`src/rtl/pfb_pkg.sv`:
```
package pfb_pkg;

  typedef enum logic [1:0] {
    ST_IDLE = 2'd0,
    ST_MISS = 2'd1,
    ST_PF   = 2'd2
  } pfb_state_e;

endpackage

```
`src/rtl/pfb_tags.sv`:
```
module pfb_tags #(
  parameter int NUM_BUF = 4,
  parameter int TAG_W   = 28,
  localparam int IDX_W  = $clog2(NUM_BUF)
) (
  input  logic               clk,
  input  logic               rst_n,
  input  logic               inv,
  input  logic               wr_en,
  input  logic [IDX_W-1:0]   wr_idx,
  input  logic [TAG_W-1:0]   wr_tag,
  input  logic [TAG_W-1:0]   lk_tag,
  input  logic [TAG_W-1:0]   nx_tag,
  output logic [NUM_BUF-1:0] valid,
  output logic               lk_hit,
  output logic [IDX_W-1:0]   lk_idx,
  output logic [NUM_BUF-1:0] nx_vec
);

  logic [NUM_BUF-1:0] lk_vec;

  for (genvar g = 0; g < NUM_BUF; g++) begin : g_ent
    logic             v_q;
    logic [TAG_W-1:0] t_q;

    always_ff @(posedge clk or negedge rst_n) begin
      if (!rst_n) begin
        v_q <= 1'b0;
        t_q <= '0;
      end else if (inv) begin
        v_q <= 1'b0;
      end else if (wr_en && wr_idx == IDX_W'(g)) begin
        v_q <= 1'b1;
        t_q <= wr_tag;
      end
    end

    assign valid[g]  = v_q;
    assign lk_vec[g] = v_q && (t_q == lk_tag);
    assign nx_vec[g] = v_q && (t_q == nx_tag);
  end

  assign lk_hit = |lk_vec;

  always_comb begin
    lk_idx = '0;
    for (int i = 0; i < NUM_BUF; i++) begin
      if (lk_vec[i]) lk_idx = IDX_W'(i);
    end
  end

endmodule

```
`src/rtl/pfb_lru.sv`:
```
module pfb_lru #(
  parameter int NUM_BUF = 4,
  localparam int IDX_W  = $clog2(NUM_BUF)
) (
  input  logic               clk,
  input  logic               rst_n,
  input  logic               touch_en,
  input  logic [IDX_W-1:0]   touch_idx,
  input  logic [NUM_BUF-1:0] valid,
  output logic [IDX_W-1:0]   victim
);

  // rank NUM_BUF-1 = most recent, rank 0 = least recent; ranks stay a permutation
  logic [IDX_W-1:0] rank_q [NUM_BUF];

  always_ff @(posedge clk or negedge rst_n) begin
    if (!rst_n) begin
      for (int i = 0; i < NUM_BUF; i++) rank_q[i] <= IDX_W'(i);
    end else if (touch_en) begin
      for (int i = 0; i < NUM_BUF; i++) begin
        if (IDX_W'(i) == touch_idx) begin
          rank_q[i] <= IDX_W'(NUM_BUF - 1);
        end else if (rank_q[i] > rank_q[touch_idx]) begin
          rank_q[i] <= rank_q[i] - 1'b1;
        end
      end
    end
  end

  always_comb begin
    logic found;
    found  = 1'b0;
    victim = '0;
    for (int i = 0; i < NUM_BUF; i++) begin
      if (!found && !valid[i]) begin
        victim = IDX_W'(i);
        found  = 1'b1;
      end
    end
    if (!found) begin
      for (int i = 0; i < NUM_BUF; i++) begin
        if (rank_q[i] == '0) victim = IDX_W'(i);
      end
    end
  end

endmodule

```
`src/rtl/pfb_data.sv`:
```
module pfb_data #(
  parameter int NUM_BUF = 4,
  parameter int LINE_W  = 128,
  localparam int IDX_W  = $clog2(NUM_BUF)
) (
  input  logic              clk,
  input  logic              wr_en,
  input  logic [IDX_W-1:0]  wr_idx,
  input  logic [LINE_W-1:0] wr_line,
  input  logic [IDX_W-1:0]  rd_idx,
  output logic [LINE_W-1:0] rd_line
);

  logic [LINE_W-1:0] line_q [NUM_BUF];

  always_ff @(posedge clk) begin
    if (wr_en) line_q[wr_idx] <= wr_line;
  end

  assign rd_line = line_q[rd_idx];

endmodule

```
`src/rtl/pfb_ctrl.sv`:
```
module pfb_ctrl
  import pfb_pkg::*;
#(
  parameter int NUM_BUF  = 4,
  parameter int TAG_W    = 28,
  parameter int WSEL_W   = 2,
  parameter int ACC_WAIT = 2,
  localparam int IDX_W   = $clog2(NUM_BUF),
  localparam int CNT_W   = $clog2(ACC_WAIT + 1)
) (
  input  logic               clk,
  input  logic               rst_n,
  input  logic [1:0]         pf_mode,
  input  logic               inv,
  input  logic               req_valid,
  input  logic [TAG_W-1:0]   req_tag,
  input  logic [WSEL_W-1:0]  req_wsel,
  input  logic               req_instr,
  input  logic               lk_hit,
  input  logic [IDX_W-1:0]   lk_idx,
  input  logic [NUM_BUF-1:0] nx_vec,
  input  logic [IDX_W-1:0]   victim,
  output logic               req_ready,
  output logic               fwd,
  output logic [WSEL_W-1:0]  fwd_wsel,
  output logic               touch_en,
  output logic [IDX_W-1:0]   touch_idx,
  output logic               wr_en,
  output logic [IDX_W-1:0]   wr_idx,
  output logic [TAG_W-1:0]   wr_tag,
  output logic               arr_rd,
  output logic [TAG_W-1:0]   arr_tag,
  output logic [TAG_W-1:0]   nx_tag
);

  localparam logic [CNT_W-1:0] CNT_INIT = CNT_W'(ACC_WAIT - 1);

  pfb_state_e         state_q;
  logic [CNT_W-1:0]   cnt_q;
  logic [TAG_W-1:0]   f_tag_q;
  logic [WSEL_W-1:0]  f_wsel_q;
  logic               f_instr_q;
  logic               poison_q;

  logic               cap;
  logic               keep;
  logic               mode_ok;
  logic               nx_present;
  logic               pf_go;
  logic               start_miss;
  logic [NUM_BUF-1:0] victim_oh;

  assign cap     = (cnt_q == '0);
  assign keep    = !poison_q && !inv;
  assign mode_ok = f_instr_q ? pf_mode[0] : pf_mode[1];
  assign nx_tag  = f_tag_q + 1'b1;

  always_comb begin
    victim_oh = '0;
    victim_oh[victim] = 1'b1;
  end

  // the buffer being overwritten by the demand fill no longer counts as holding line+1
  assign nx_present = |(nx_vec & ~victim_oh);
  assign pf_go      = (state_q == ST_MISS) && cap && keep && mode_ok && !nx_present;
  assign start_miss = (state_q == ST_IDLE) && req_valid && !inv && !lk_hit;

  always_comb begin
    req_ready = 1'b0;
    fwd       = 1'b0;
    fwd_wsel  = f_wsel_q;
    touch_en  = 1'b0;
    touch_idx = lk_idx;
    wr_en     = 1'b0;
    wr_idx    = victim;
    wr_tag    = f_tag_q;
    arr_rd    = 1'b0;
    arr_tag   = req_tag;
    unique case (state_q)
      ST_IDLE: begin
        if (req_valid && !inv) begin
          if (lk_hit) begin
            req_ready = 1'b1;
            touch_en  = 1'b1;
          end else begin
            arr_rd = 1'b1;
          end
        end
      end
      ST_MISS: begin
        if (cap) begin
          req_ready = 1'b1;
          fwd       = 1'b1;
          if (keep) begin
            wr_en     = 1'b1;
            touch_en  = 1'b1;
            touch_idx = victim;
          end
          if (pf_go) begin
            arr_rd  = 1'b1;
            arr_tag = nx_tag;
          end
        end
      end
      ST_PF: begin
        if (!cap) begin
          if (req_valid && !inv && lk_hit) begin
            req_ready = 1'b1;
            touch_en  = 1'b1;
          end
        end else if (keep) begin
          wr_en     = 1'b1;
          touch_en  = 1'b1;
          touch_idx = victim;
          if (req_valid && req_tag == f_tag_q) begin
            req_ready = 1'b1;
            fwd       = 1'b1;
            fwd_wsel  = req_wsel;
          end
        end
      end
      default: ;
    endcase
  end

  always_ff @(posedge clk or negedge rst_n) begin
    if (!rst_n) begin
      state_q   <= ST_IDLE;
      cnt_q     <= '0;
      f_tag_q   <= '0;
      f_wsel_q  <= '0;
      f_instr_q <= 1'b0;
      poison_q  <= 1'b0;
    end else begin
      unique case (state_q)
        ST_IDLE: begin
          if (start_miss) begin
            state_q   <= ST_MISS;
            cnt_q     <= CNT_INIT;
            f_tag_q   <= req_tag;
            f_wsel_q  <= req_wsel;
            f_instr_q <= req_instr;
            poison_q  <= 1'b0;
          end
        end
        ST_MISS: begin
          if (cap) begin
            if (pf_go) begin
              state_q  <= ST_PF;
              cnt_q    <= CNT_INIT;
              f_tag_q  <= nx_tag;
              poison_q <= 1'b0;
            end else begin
              state_q <= ST_IDLE;
            end
          end else begin
            cnt_q <= cnt_q - 1'b1;
            if (inv) poison_q <= 1'b1;
          end
        end
        ST_PF: begin
          if (cap) begin
            state_q <= ST_IDLE;
          end else begin
            cnt_q <= cnt_q - 1'b1;
            if (inv) poison_q <= 1'b1;
          end
        end
        default: state_q <= ST_IDLE;
      endcase
    end
  end

endmodule

```
`src/rtl/line_prefetch_buf.sv`:
```
module line_prefetch_buf #(
  parameter int ADDR_W     = 32,
  parameter int WORD_W     = 32,
  parameter int LINE_WORDS = 4,
  parameter int NUM_BUF    = 4,
  parameter int ACC_WAIT   = 2,
  localparam int LINE_W    = WORD_W * LINE_WORDS,
  localparam int WSEL_W    = $clog2(LINE_WORDS),
  localparam int BYTE_W    = $clog2(WORD_W / 8),
  localparam int OFF_W     = WSEL_W + BYTE_W,
  localparam int TAG_W     = ADDR_W - OFF_W,
  localparam int IDX_W     = $clog2(NUM_BUF)
) (
  input  logic              clk,
  input  logic              rst_n,
  input  logic [1:0]        pf_mode,
  input  logic              inv,
  input  logic              req_valid,
  output logic              req_ready,
  input  logic [ADDR_W-1:0] req_addr,
  input  logic              req_instr,
  output logic [WORD_W-1:0] rsp_data,
  output logic              arr_rd,
  output logic [TAG_W-1:0]  arr_line,
  input  logic [LINE_W-1:0] arr_rdata
);

  logic [TAG_W-1:0]   req_tag;
  logic [WSEL_W-1:0]  req_wsel;
  logic               unused_low;
  logic [NUM_BUF-1:0] valid;
  logic               lk_hit;
  logic [IDX_W-1:0]   lk_idx;
  logic [NUM_BUF-1:0] nx_vec;
  logic [TAG_W-1:0]   nx_tag;
  logic [IDX_W-1:0]   victim;
  logic               fwd;
  logic [WSEL_W-1:0]  fwd_wsel;
  logic               touch_en;
  logic [IDX_W-1:0]   touch_idx;
  logic               wr_en;
  logic [IDX_W-1:0]   wr_idx;
  logic [TAG_W-1:0]   wr_tag;
  logic [LINE_W-1:0]  rd_line;

  assign req_tag    = req_addr[ADDR_W-1:OFF_W];
  assign req_wsel   = req_addr[OFF_W-1:BYTE_W];
  assign unused_low = ^req_addr[BYTE_W-1:0];

  pfb_tags #(.NUM_BUF(NUM_BUF), .TAG_W(TAG_W)) u_tags (
    .clk    (clk),
    .rst_n  (rst_n),
    .inv    (inv),
    .wr_en  (wr_en),
    .wr_idx (wr_idx),
    .wr_tag (wr_tag),
    .lk_tag (req_tag),
    .nx_tag (nx_tag),
    .valid  (valid),
    .lk_hit (lk_hit),
    .lk_idx (lk_idx),
    .nx_vec (nx_vec)
  );

  pfb_lru #(.NUM_BUF(NUM_BUF)) u_lru (
    .clk       (clk),
    .rst_n     (rst_n),
    .touch_en  (touch_en),
    .touch_idx (touch_idx),
    .valid     (valid),
    .victim    (victim)
  );

  pfb_data #(.NUM_BUF(NUM_BUF), .LINE_W(LINE_W)) u_data (
    .clk     (clk),
    .wr_en   (wr_en),
    .wr_idx  (wr_idx),
    .wr_line (arr_rdata),
    .rd_idx  (lk_idx),
    .rd_line (rd_line)
  );

  pfb_ctrl #(
    .NUM_BUF  (NUM_BUF),
    .TAG_W    (TAG_W),
    .WSEL_W   (WSEL_W),
    .ACC_WAIT (ACC_WAIT)
  ) u_ctrl (
    .clk       (clk),
    .rst_n     (rst_n),
    .pf_mode   (pf_mode),
    .inv       (inv),
    .req_valid (req_valid),
    .req_tag   (req_tag),
    .req_wsel  (req_wsel),
    .req_instr (req_instr),
    .lk_hit    (lk_hit),
    .lk_idx    (lk_idx),
    .nx_vec    (nx_vec),
    .victim    (victim),
    .req_ready (req_ready),
    .fwd       (fwd),
    .fwd_wsel  (fwd_wsel),
    .touch_en  (touch_en),
    .touch_idx (touch_idx),
    .wr_en     (wr_en),
    .wr_idx    (wr_idx),
    .wr_tag    (wr_tag),
    .arr_rd    (arr_rd),
    .arr_tag   (arr_line),
    .nx_tag    (nx_tag)
  );

  always_comb begin
    if (fwd) rsp_data = arr_rdata[fwd_wsel*WORD_W +: WORD_W];
    else     rsp_data = rd_line[req_wsel*WORD_W +: WORD_W];
  end

endmodule

```
`config.mk`:
```
export PLATFORM = sky130hd
export DESIGN_NAME = line_prefetch_buf
export DESIGN_NICKNAME = d
export VERILOG_FILES = /design/src/rtl/pfb_pkg.sv /design/src/rtl/pfb_tags.sv /design/src/rtl/pfb_lru.sv /design/src/rtl/pfb_data.sv /design/src/rtl/pfb_ctrl.sv /design/src/rtl/line_prefetch_buf.sv
export SDC_FILE = /design/constraint.sdc
export NUM_CORES = 1
export LEC_CHECK = 0
export BUFFER_PORTS_ARGS = -buffer_cell sky130_fd_sc_hd__buf_2
export CAP_MARGIN = 20
export CORE_ASPECT_RATIO = 0.5
export CORE_MARGIN = 3
export CORE_UTILIZATION = 24
export DETAILED_ROUTE_END_ITERATION = 8
export SETUP_SLACK_MARGIN = 0.2
export SLEW_MARGIN = 30
export SYNTH_ARGS = -nofsm -noshare
export SYNTH_HDL_FRONTEND = slang
export SYNTH_SLANG_ARGS = --single-unit
export TNS_END_PERCENT = 100
```
`constraint.sdc`:
```
create_clock -name clk -period 5.9 [get_ports clk]
set_input_delay 0.295 -clock clk [delete_from_list [all_inputs] [get_ports clk]]
set_output_delay 0.295 -clock clk [all_outputs]
set_load 0.05 [all_outputs]
```
==> run_results.csv, run 1 <==
group,metric,value,unit
clocking,ctsHtreeMaxLevel,3,
detailed_routing,routed_via_density,4.98,
hold_path,hold_path.class,"input port to flip-flop",
grt,first_global_vias,25300,
synth,synth-main-ff-cell,"edfxtp_1",
detailed_routing,drt_first_iter_violations,2325,
setup_path,critical_path.reg2reg.startpoint,"u_ctrl.wr_tag[1]",
detailed_routing,dr_total_vias,25900,
detailed_routing,drt.antenna.violating_nets,0,
die,die_w,539,µm
sta,maxSlewHeadroom,30.9,%
pwr,fin_total_pwr,15.8,mW
setup_path,setup.worst_path.start_class,"flip-flop",
synth,seq_area_frac_synth,56.8,%
finish,final_layout_size_suffix_gt1_share,16.9,%
sta,fin_worst_skew,41.4,ps
synth,synth-async-reset-ratio,23.8,%
setup_path,worst-r2r-setup-slack,1140,ps
sta,report.final.setup_viol,0,
finish,syn2layout_area_growth,21.9,%
detailed_routing,wirelength,122,mm
sta,worstMarginPinSlew,1030,ps
detailed_routing,drt_first_pass_iters,8,
synth,synth.ff_latch_count,672,
clocking,clockRootBuffer,"clkbuf_16",
grt,antenna_found_initial,11,
synth,post_synth_instance_area,0.0341,mm²
synth,synthCells,2944,
placed_design,io_buffer_count,226,
clocking,clock-sinks,672,
clocking,path_clk_slew,70,ps
clocking,cts_tree,"yes",
synth,yosysWarnings,0,
synth,post_synth.cell_area_avg,11.6,µm²
die,floorplan.core_area,0.141,mm²
die,floorplan.initialDensity,24.3,%
synth,synth_cell_type_count,89,
die,design.die.area,0.147,mm²
die,io_pins,229,
sta,drv_slew,0,
clocking,cts_buffer_depth,3,
finish,finish.net_count,3443,
grt,global_route_wire_length_before_repair,176,mm
outcome,status,"completed",
sta,report.final.hold_viol_count,0,
placed_design,gp_routability_congestion,1.01,
sta,post_route_clock_period_utilization,94.3,%
grt,largest_net_degree_at_the_start_of_global_routing,141,
die,fp.dieH,273,µm
die,row_count,97,
setup_path,critical_path_data_arrival_time,5270,ps
sta,finalCriticalPeriod,5560,ps
grt,globalRouteOverflowTotal,0,
sta,setup_repair_after_global_routing_missed_its_margin,"no",
detailed_routing,drt_drc_violations_left,0,
sta,timing.setup.tns,0,ps
job,max_cap_violations,0,
setup_path,setup.worst_path.class,"flip-flop to primary output",
setup_path,endpoint_kind,"primary output",
synth,synth_nets,3130,
finish,n_fill_cell,14300,
setup_path,setup.worst_path.start,"u_ctrl.wr_tag[1]",
pwr,leakagePower,15.5,nW
setup_path,critical_path.max_fanout,19,
clocking,worstSkewPairLatency,680,ps
hold_path,worst_hold_startpoint,"req_addr[19]",
synth,synth_enable_flop_cells,512,
sta,achievable-frequency,180,MHz
setup_path,worst-endpoint-required,5610,ps
clocking,cts_made_buffers,71,
placed_design,place_hpwl,80.8,mm
grt,global_route.usage.total,16.0,%
pwr,powerDensity,380,mW/mm²
pwr,vdd.ir_drop.worst,0.181,mV
detailed_routing,wl_per_cell,23.4,µm
[worst paths after layout]
| kind | end | cells after the start |
|---|---|---|
| max | arr_line[1] | 13 |
| min | u_ctrl.wr_tag[15] | 3 |
| max reg2reg | u_ctrl.wr_tag[25] | 15 |
| min reg2reg | u_lru.rank_q[6] | 1 |
| max in group asynchronous | u_tags.g_ent[2].t_q[21] | 3 |
| min in group asynchronous | u_ctrl.f_instr_q | 2 |
[cell usage in the layout (no fill, tap or decap), types with 9 or more instances in the layout]
cell type	n
nand3_1	35
a21oi_1	230
clkbuf_1	11
nand2_1	195
and3_1	13
mux2i_1	165
buf_4	100
edfxtp_1	512
xor2_1	85
clkbuf_16	72
mux2_2	58
clkinv_1	13
nor3_1	24
o21ai_0	155
buf_12	12
a211oi_1	193
nor2b_1	44
buf_2	224
dlygate4sd3_1	136
or4_1	12
clkinv_2	11
nand4_1	65
nor4_1	32
ha_1	19
nand2b_1	16
xnor2_1	159
xnor3_1	13
o32ai_1	11
a31oi_1	13
nor2_1	207
o22ai_1	22
inv_1	50
a22oi_1	29
dfrtp_1	152
or3_1	9
[routing by layer]
| metal | wire (µm) | up-vias | GRT usage (%) |
|---|---|---|---|
| met3 | 7430 | 227 | 2.65 |
| met4 | 4930 | 6 | 6.08 |
| met5 | 40 | - | 0 |
| li1 | - | 11700 | - |
| met2 | 57500 | 926 | 26.5 |
| met1 | 51700 | 13000 | 21.0 |
[cell families after synthesis]
logic type | share of synthesized area, %
AOI/OAI and AO/OA | 14.1
and+or+nand+nor | 10.6
DFF | 56.8
buffers and inverters | 3.33
xor gates and xnor gates | 7.43
muxes | 7.04
adders and majority gates | 0.697
[state kept, by name, summed over array words and instances, names as in the netlist]
register / flops
u_lru.rank_q: 8
u_tags.g_ent.v_q: 4
u_ctrl.poison_q: 1
u_ctrl.f_instr_q: 1
u_ctrl.wr_tag: 28
u_data.line_q: 512
u_tags.g_ent.t_q: 112
u_ctrl.cnt_q: 2
u_ctrl.state_q: 2
u_ctrl.f_wsel_q: 2
[worst max-delay path, cell delays in order (launching register included)]
cell and delay, ps:
dfrtp_1 370, ha_1 380, and3_1 520, nand4_1 150, buf_4 240, nor2_2 260, xnor2_1 190, a2111oi_0 660
nand4_1 350, nor4_4 380, or4_4 340, buf_12 180, mux2_1 320, buf_2 210
[stage by stage]
step / worst slack [ps] / cell area (µm²) / hold slack, ps / util (%) / std cells
floorplan: 276 / 34100 / -0.591 / - / 2944
global placement: 704 / 37700 / 464 / 26.8 / 4926
detailed placement: 668 / 37700 / 412 / 26.9 / 4926
CTS: 202 / 41500 / 3.77 / 29.5 / 5193
global route: 208 / 41600 / 24.1 / 29.6 / 5196
finish: 335 / 41600 / 51.6 / 29.6 / 5200
[cell usage after synthesis (7+ instances only)]
library cell | count | area share [%]
o211ai_1 | 7 | 0.15
o21ai_0 | 157 | 2.3
nor4_1 | 35 | 0.64
inv_1 | 52 | 0.57
o32ai_1 | 11 | 0.28
buf_2 | 16 | 0.23
or4_1 | 12 | 0.26
nand2b_1 | 17 | 0.31
mux2_2 | 58 | 1.9
a211oi_1 | 193 | 4.2
and4_1 | 9 | 0.23
edfxtp_1 | 512 | 45
nor3_1 | 24 | 0.35
and3_1 | 13 | 0.24
and2_1 | 8 | 0.15
nand2_1 | 196 | 2.2
xnor3_1 | 13 | 0.86
buf_1 | 30 | 0.33
dfrtp_1 | 156 | 11
a2111oi_0 | 9 | 0.23
mux2i_1 | 167 | 4.9
or3_1 | 9 | 0.17
a21oi_1 | 230 | 3.4
nor2b_1 | 44 | 0.81
xnor2_1 | 160 | 4.1
clkbuf_1 | 181 | 2.0
a31oi_1 | 13 | 0.24
a22oi_1 | 29 | 0.64
nor3b_1 | 9 | 0.20
nand4_1 | 65 | 1.2
nand3_1 | 36 | 0.53
nor2_1 | 210 | 2.3
o22ai_1 | 22 | 0.40
ha_1 | 19 | 0.70
xor2_1 | 85 | 2.2
[power breakdown]
group          internal [mW]  switching, mW
clock network           2.65           2.06
logic                   1.89           3.13
registers               5.48          0.623
[cell type report]
| type | instances | area, µm² | area share, % |
|---|---|---|---|
| antenna | 6 | 15.0 | 0.0361 |
| clock inverter | 45 | 549 | 1.32 |
| multi-input combinational | 1985 | 13700 | 33.0 |
| inverter | 53 | 209 | 0.502 |
| sequential | 672 | 19400 | 46.6 |
| clock buffer | 84 | 1860 | 4.46 |
| timing repair buffer | 474 | 3500 | 8.41 |
| tap | 1881 | 2350 | 5.66 |
[what timing repair did]
action	in CTS	in global routing
endpoints found under the hold margin	616	0
resized for setup	5	10
endpoints found under the setup margin	29	30
hold buffers	136	0
setup buffers	2	1
pin swaps	1	2
Power figures use the tool's default switching activity.
==> run 2: changes to the inputs <==
--- a/config.mk
+++ b/config.mk
@@ -5,11 +5,13 @@
 export SDC_FILE = /design/constraint.sdc
 export NUM_CORES = 1
 export LEC_CHECK = 0
+export ABC_CLOCK_PERIOD_IN_PS = 5900
 export BUFFER_PORTS_ARGS = -buffer_cell sky130_fd_sc_hd__buf_2
 export CAP_MARGIN = 20
 export CORE_ASPECT_RATIO = 0.5
 export CORE_MARGIN = 3
-export CORE_UTILIZATION = 24
+export CORE_UTILIZATION = 35
+export CTS_BUF_LIST = sky130_fd_sc_hd__clkbuf_4
 export DETAILED_ROUTE_END_ITERATION = 8
 export SETUP_SLACK_MARGIN = 0.2
 export SLEW_MARGIN = 30
==> run_results.csv, run 2 (synthesis results as in run 1) <==
group,metric,value,unit
sta,timing.setup.tns,0,ps
hold_path,worst_hold_startpoint,"req_addr[26]",
die,floorplan.initialDensity,35.5,%
pwr,leakagePower,16.5,nW
sta,setup_repair_after_global_routing_missed_its_margin,"no",
sta,maxSlewHeadroom,27.1,%
finish,syn2layout_area_growth,25.2,%
finish,utilization,44.5,%
finish,finish.instance_area,0.0427,mm²
sta,drv_slew,0,
finish,n_fill_cell,8901,
finish,mostFrequentLayoutCells,"512 x edfxtp_1, 295 x dlygate4sd3_1, 230 x a21oi_1, 230 x clkbuf_4, 220 x buf_2",
sta,finalCriticalPeriod,5660,ps
clocking,cts_made_buffers,162,
setup_path,critPathMostFrequentCell,"buf_4",
placed_design,gp_routability_congestion,0.997,
finish,largest_register_ffs,512,
sta,report.final.setup_viol,0,
setup_path,critical_path_data_arrival_time,5370,ps
placed_design,detailed_place.area,0.0370,mm²
placed_design,numPlacedInstances,4309,
setup_path,worst-r2r-setup-slack,1180,ps
die,floorplan.core_area,0.0960,mm²
detailed_routing,wirelength,120,mm
sta,post_route_clock_period_utilization,96.0,%
placed_design,worst_setup_slack_before_clock_tree_synthesis,732,ps
setup_path,cpPeakStageDelay,700,ps
hold_path,hold_path_depth,4,
clocking,clockRootBuffer,"clkbuf_4",
detailed_routing,drt.antenna.violating_nets,0,
pwr,powerDensity,357,mW/mm²
grt,antenna_found_initial,7,
sta,fin_worst_skew,106,ps
sta,report.final.hold_viol_count,0,
sta,timing.final.ws_setup,239,ps
clocking,worstSkewPairLatency,1110,ps
clocking,clock-sinks,672,
grt,global_route.usage.total,23.2,%
placed_design,io_buffer_count,226,
finish,final_layout_size_suffix_gt1_share,21.2,%
finish,finish.net_count,3722,
outcome,status,"completed",
grt,largest_net_degree_at_the_start_of_global_routing,141,
detailed_routing,drt_first_iter_violations,2549,
pwr,vdd.ir_drop.worst,0.277,mV
setup_path,crit_chain,"and4_1, nand3_1, nor2_4, o22ai_1, a2111oi_1, buf_4, nand4b_1, nor3b_4, buf_4, nor4_4, buf_4, buf_4, mux2_2, clkbuf_4",
clocking,cts_tree,"yes",
grt,global_route_wire_length_before_repair,175,mm
setup_path,setup.worst_path.start_class,"flip-flop",
sta,achievable-frequency,177,MHz
detailed_routing,dr_total_vias,27100,
placed_design,place_hpwl,75.3,mm
detailed_routing,drt_drc_violations_left,0,
finish,final_common_cell,"edfxtp_1",
grt,first_global_vias,26600,
detailed_routing,routed_via_density,5.49,
detailed_routing,wl_per_cell,24.3,µm
setup_path,critical_path.max_fanout,9,
die,fp.dieH,227,µm
hold_path,hold_path.class,"input port to flip-flop",
grt,globalRouteOverflowTotal,0,
clocking,cts_buffer_depth,3,
detailed_routing,drt_first_pass_iters,6,
setup_path,endpoint_kind,"primary output",
setup_path,worst-endpoint-required,5610,ps
sta,worstMarginPinSlew,1090,ps
clocking,ctsHtreeMaxLevel,4,
setup_path,setup.worst_path.class,"flip-flop to primary output",
finish,final_instance_count_excl_fillers,4931,
die,row_count,80,
setup_path,reg2regPathDepth,10,
setup_path,critical_path.reg2reg.startpoint,"u_tags.g_ent[2].t_q[9]",
hold_path,worstHoldEndpoint,"u_ctrl.wr_tag[22]",
die,io_pins,229,
setup_path,cp_slowest_cell,"dfrtp_1",
finish,registers.top_by_ff_count,"u_data.line_q",
setup_path,crit-reg2reg-capture,"u_ctrl.wr_tag[3]",
clocking,path_clk_slew,80,ps
die,die_w,448,µm
job,max_cap_violations,0,
die,design.die.area,0.101,mm²
==> run 2: worst max path at each step <==
stage                                  from                  end  cells after the start
after floorplan             u_lru.rank_q[6]  u_data.line_q[3][0]                     10
after global placement     u_ctrl.wr_tag[6]          arr_line[1]                     13
after detailed placement   u_ctrl.wr_tag[6]          arr_line[1]                     13
after CTS                  u_ctrl.wr_tag[0]          arr_line[1]                     14
after global routing       u_ctrl.wr_tag[0]         arr_line[14]                     16
final                     u_ctrl.wr_tag[15]         arr_line[14]                     14
==> run 2: repair_timing <==
item | CTS | global route
setup endpoints to repair | 40 | 43
setup buffers | 13 | 22
resized for setup | 32 | 57
pin swaps | 9 | 22
hold endpoints to repair | 708 | 0
hold buffers | 296 | 0
gates cloned | 0 | 2
==> run 2: final cells by class <==
| type | count | area [µm²] | area share [%] |
|---|---|---|---|
| clock buffer | 229 | 1720 | 4.02 |
| sequential | 672 | 19400 | 45.4 |
| inverter | 53 | 209 | 0.489 |
| clock inverter | 50 | 364 | 0.852 |
| timing repair buffer | 660 | 5430 | 12.7 |
| tap | 1271 | 1590 | 3.72 |
| multi-input combinational | 1987 | 14000 | 32.7 |
| antenna | 9 | 22.5 | 0.0527 |
==> run 2: critical path: cells and delay by family (launching register included) <==
kind	cells	cell delay (ps)
AO/OA/AOI/OAI	2	680
buffers and inverters	5	980
flip-flops	1	700
multiplexers	1	280
AND/OR/NAND/NOR	6	1620
==> run 2: where the power goes <==
part           switching [mW]  internal [mW]
Combinational            3.12           2.04
Clock                    2.03           1.95
Sequential              0.632           5.49
Total                    5.78           9.48
==> run 2: routing by layer <==
layer	GRT usage, %	routed length, µm	part of all wire (%)
met5	0	13	0.011
met4	9.52	5010	4.2
met3	4.90	9080	7.6
met2	37.5	55700	46
met1	30.5	50000	42
==> run 2: metrics by stage <==
step | hold slack [ps] | power [mW]
after floorplan | -0.591 | 9.12
after global placement | 305 | 10.8
after detailed placement | 307 | 10.9
after CTS | 11.1 | 15.1
after global routing | 73.1 | 16.0
final | 140 | 15.3
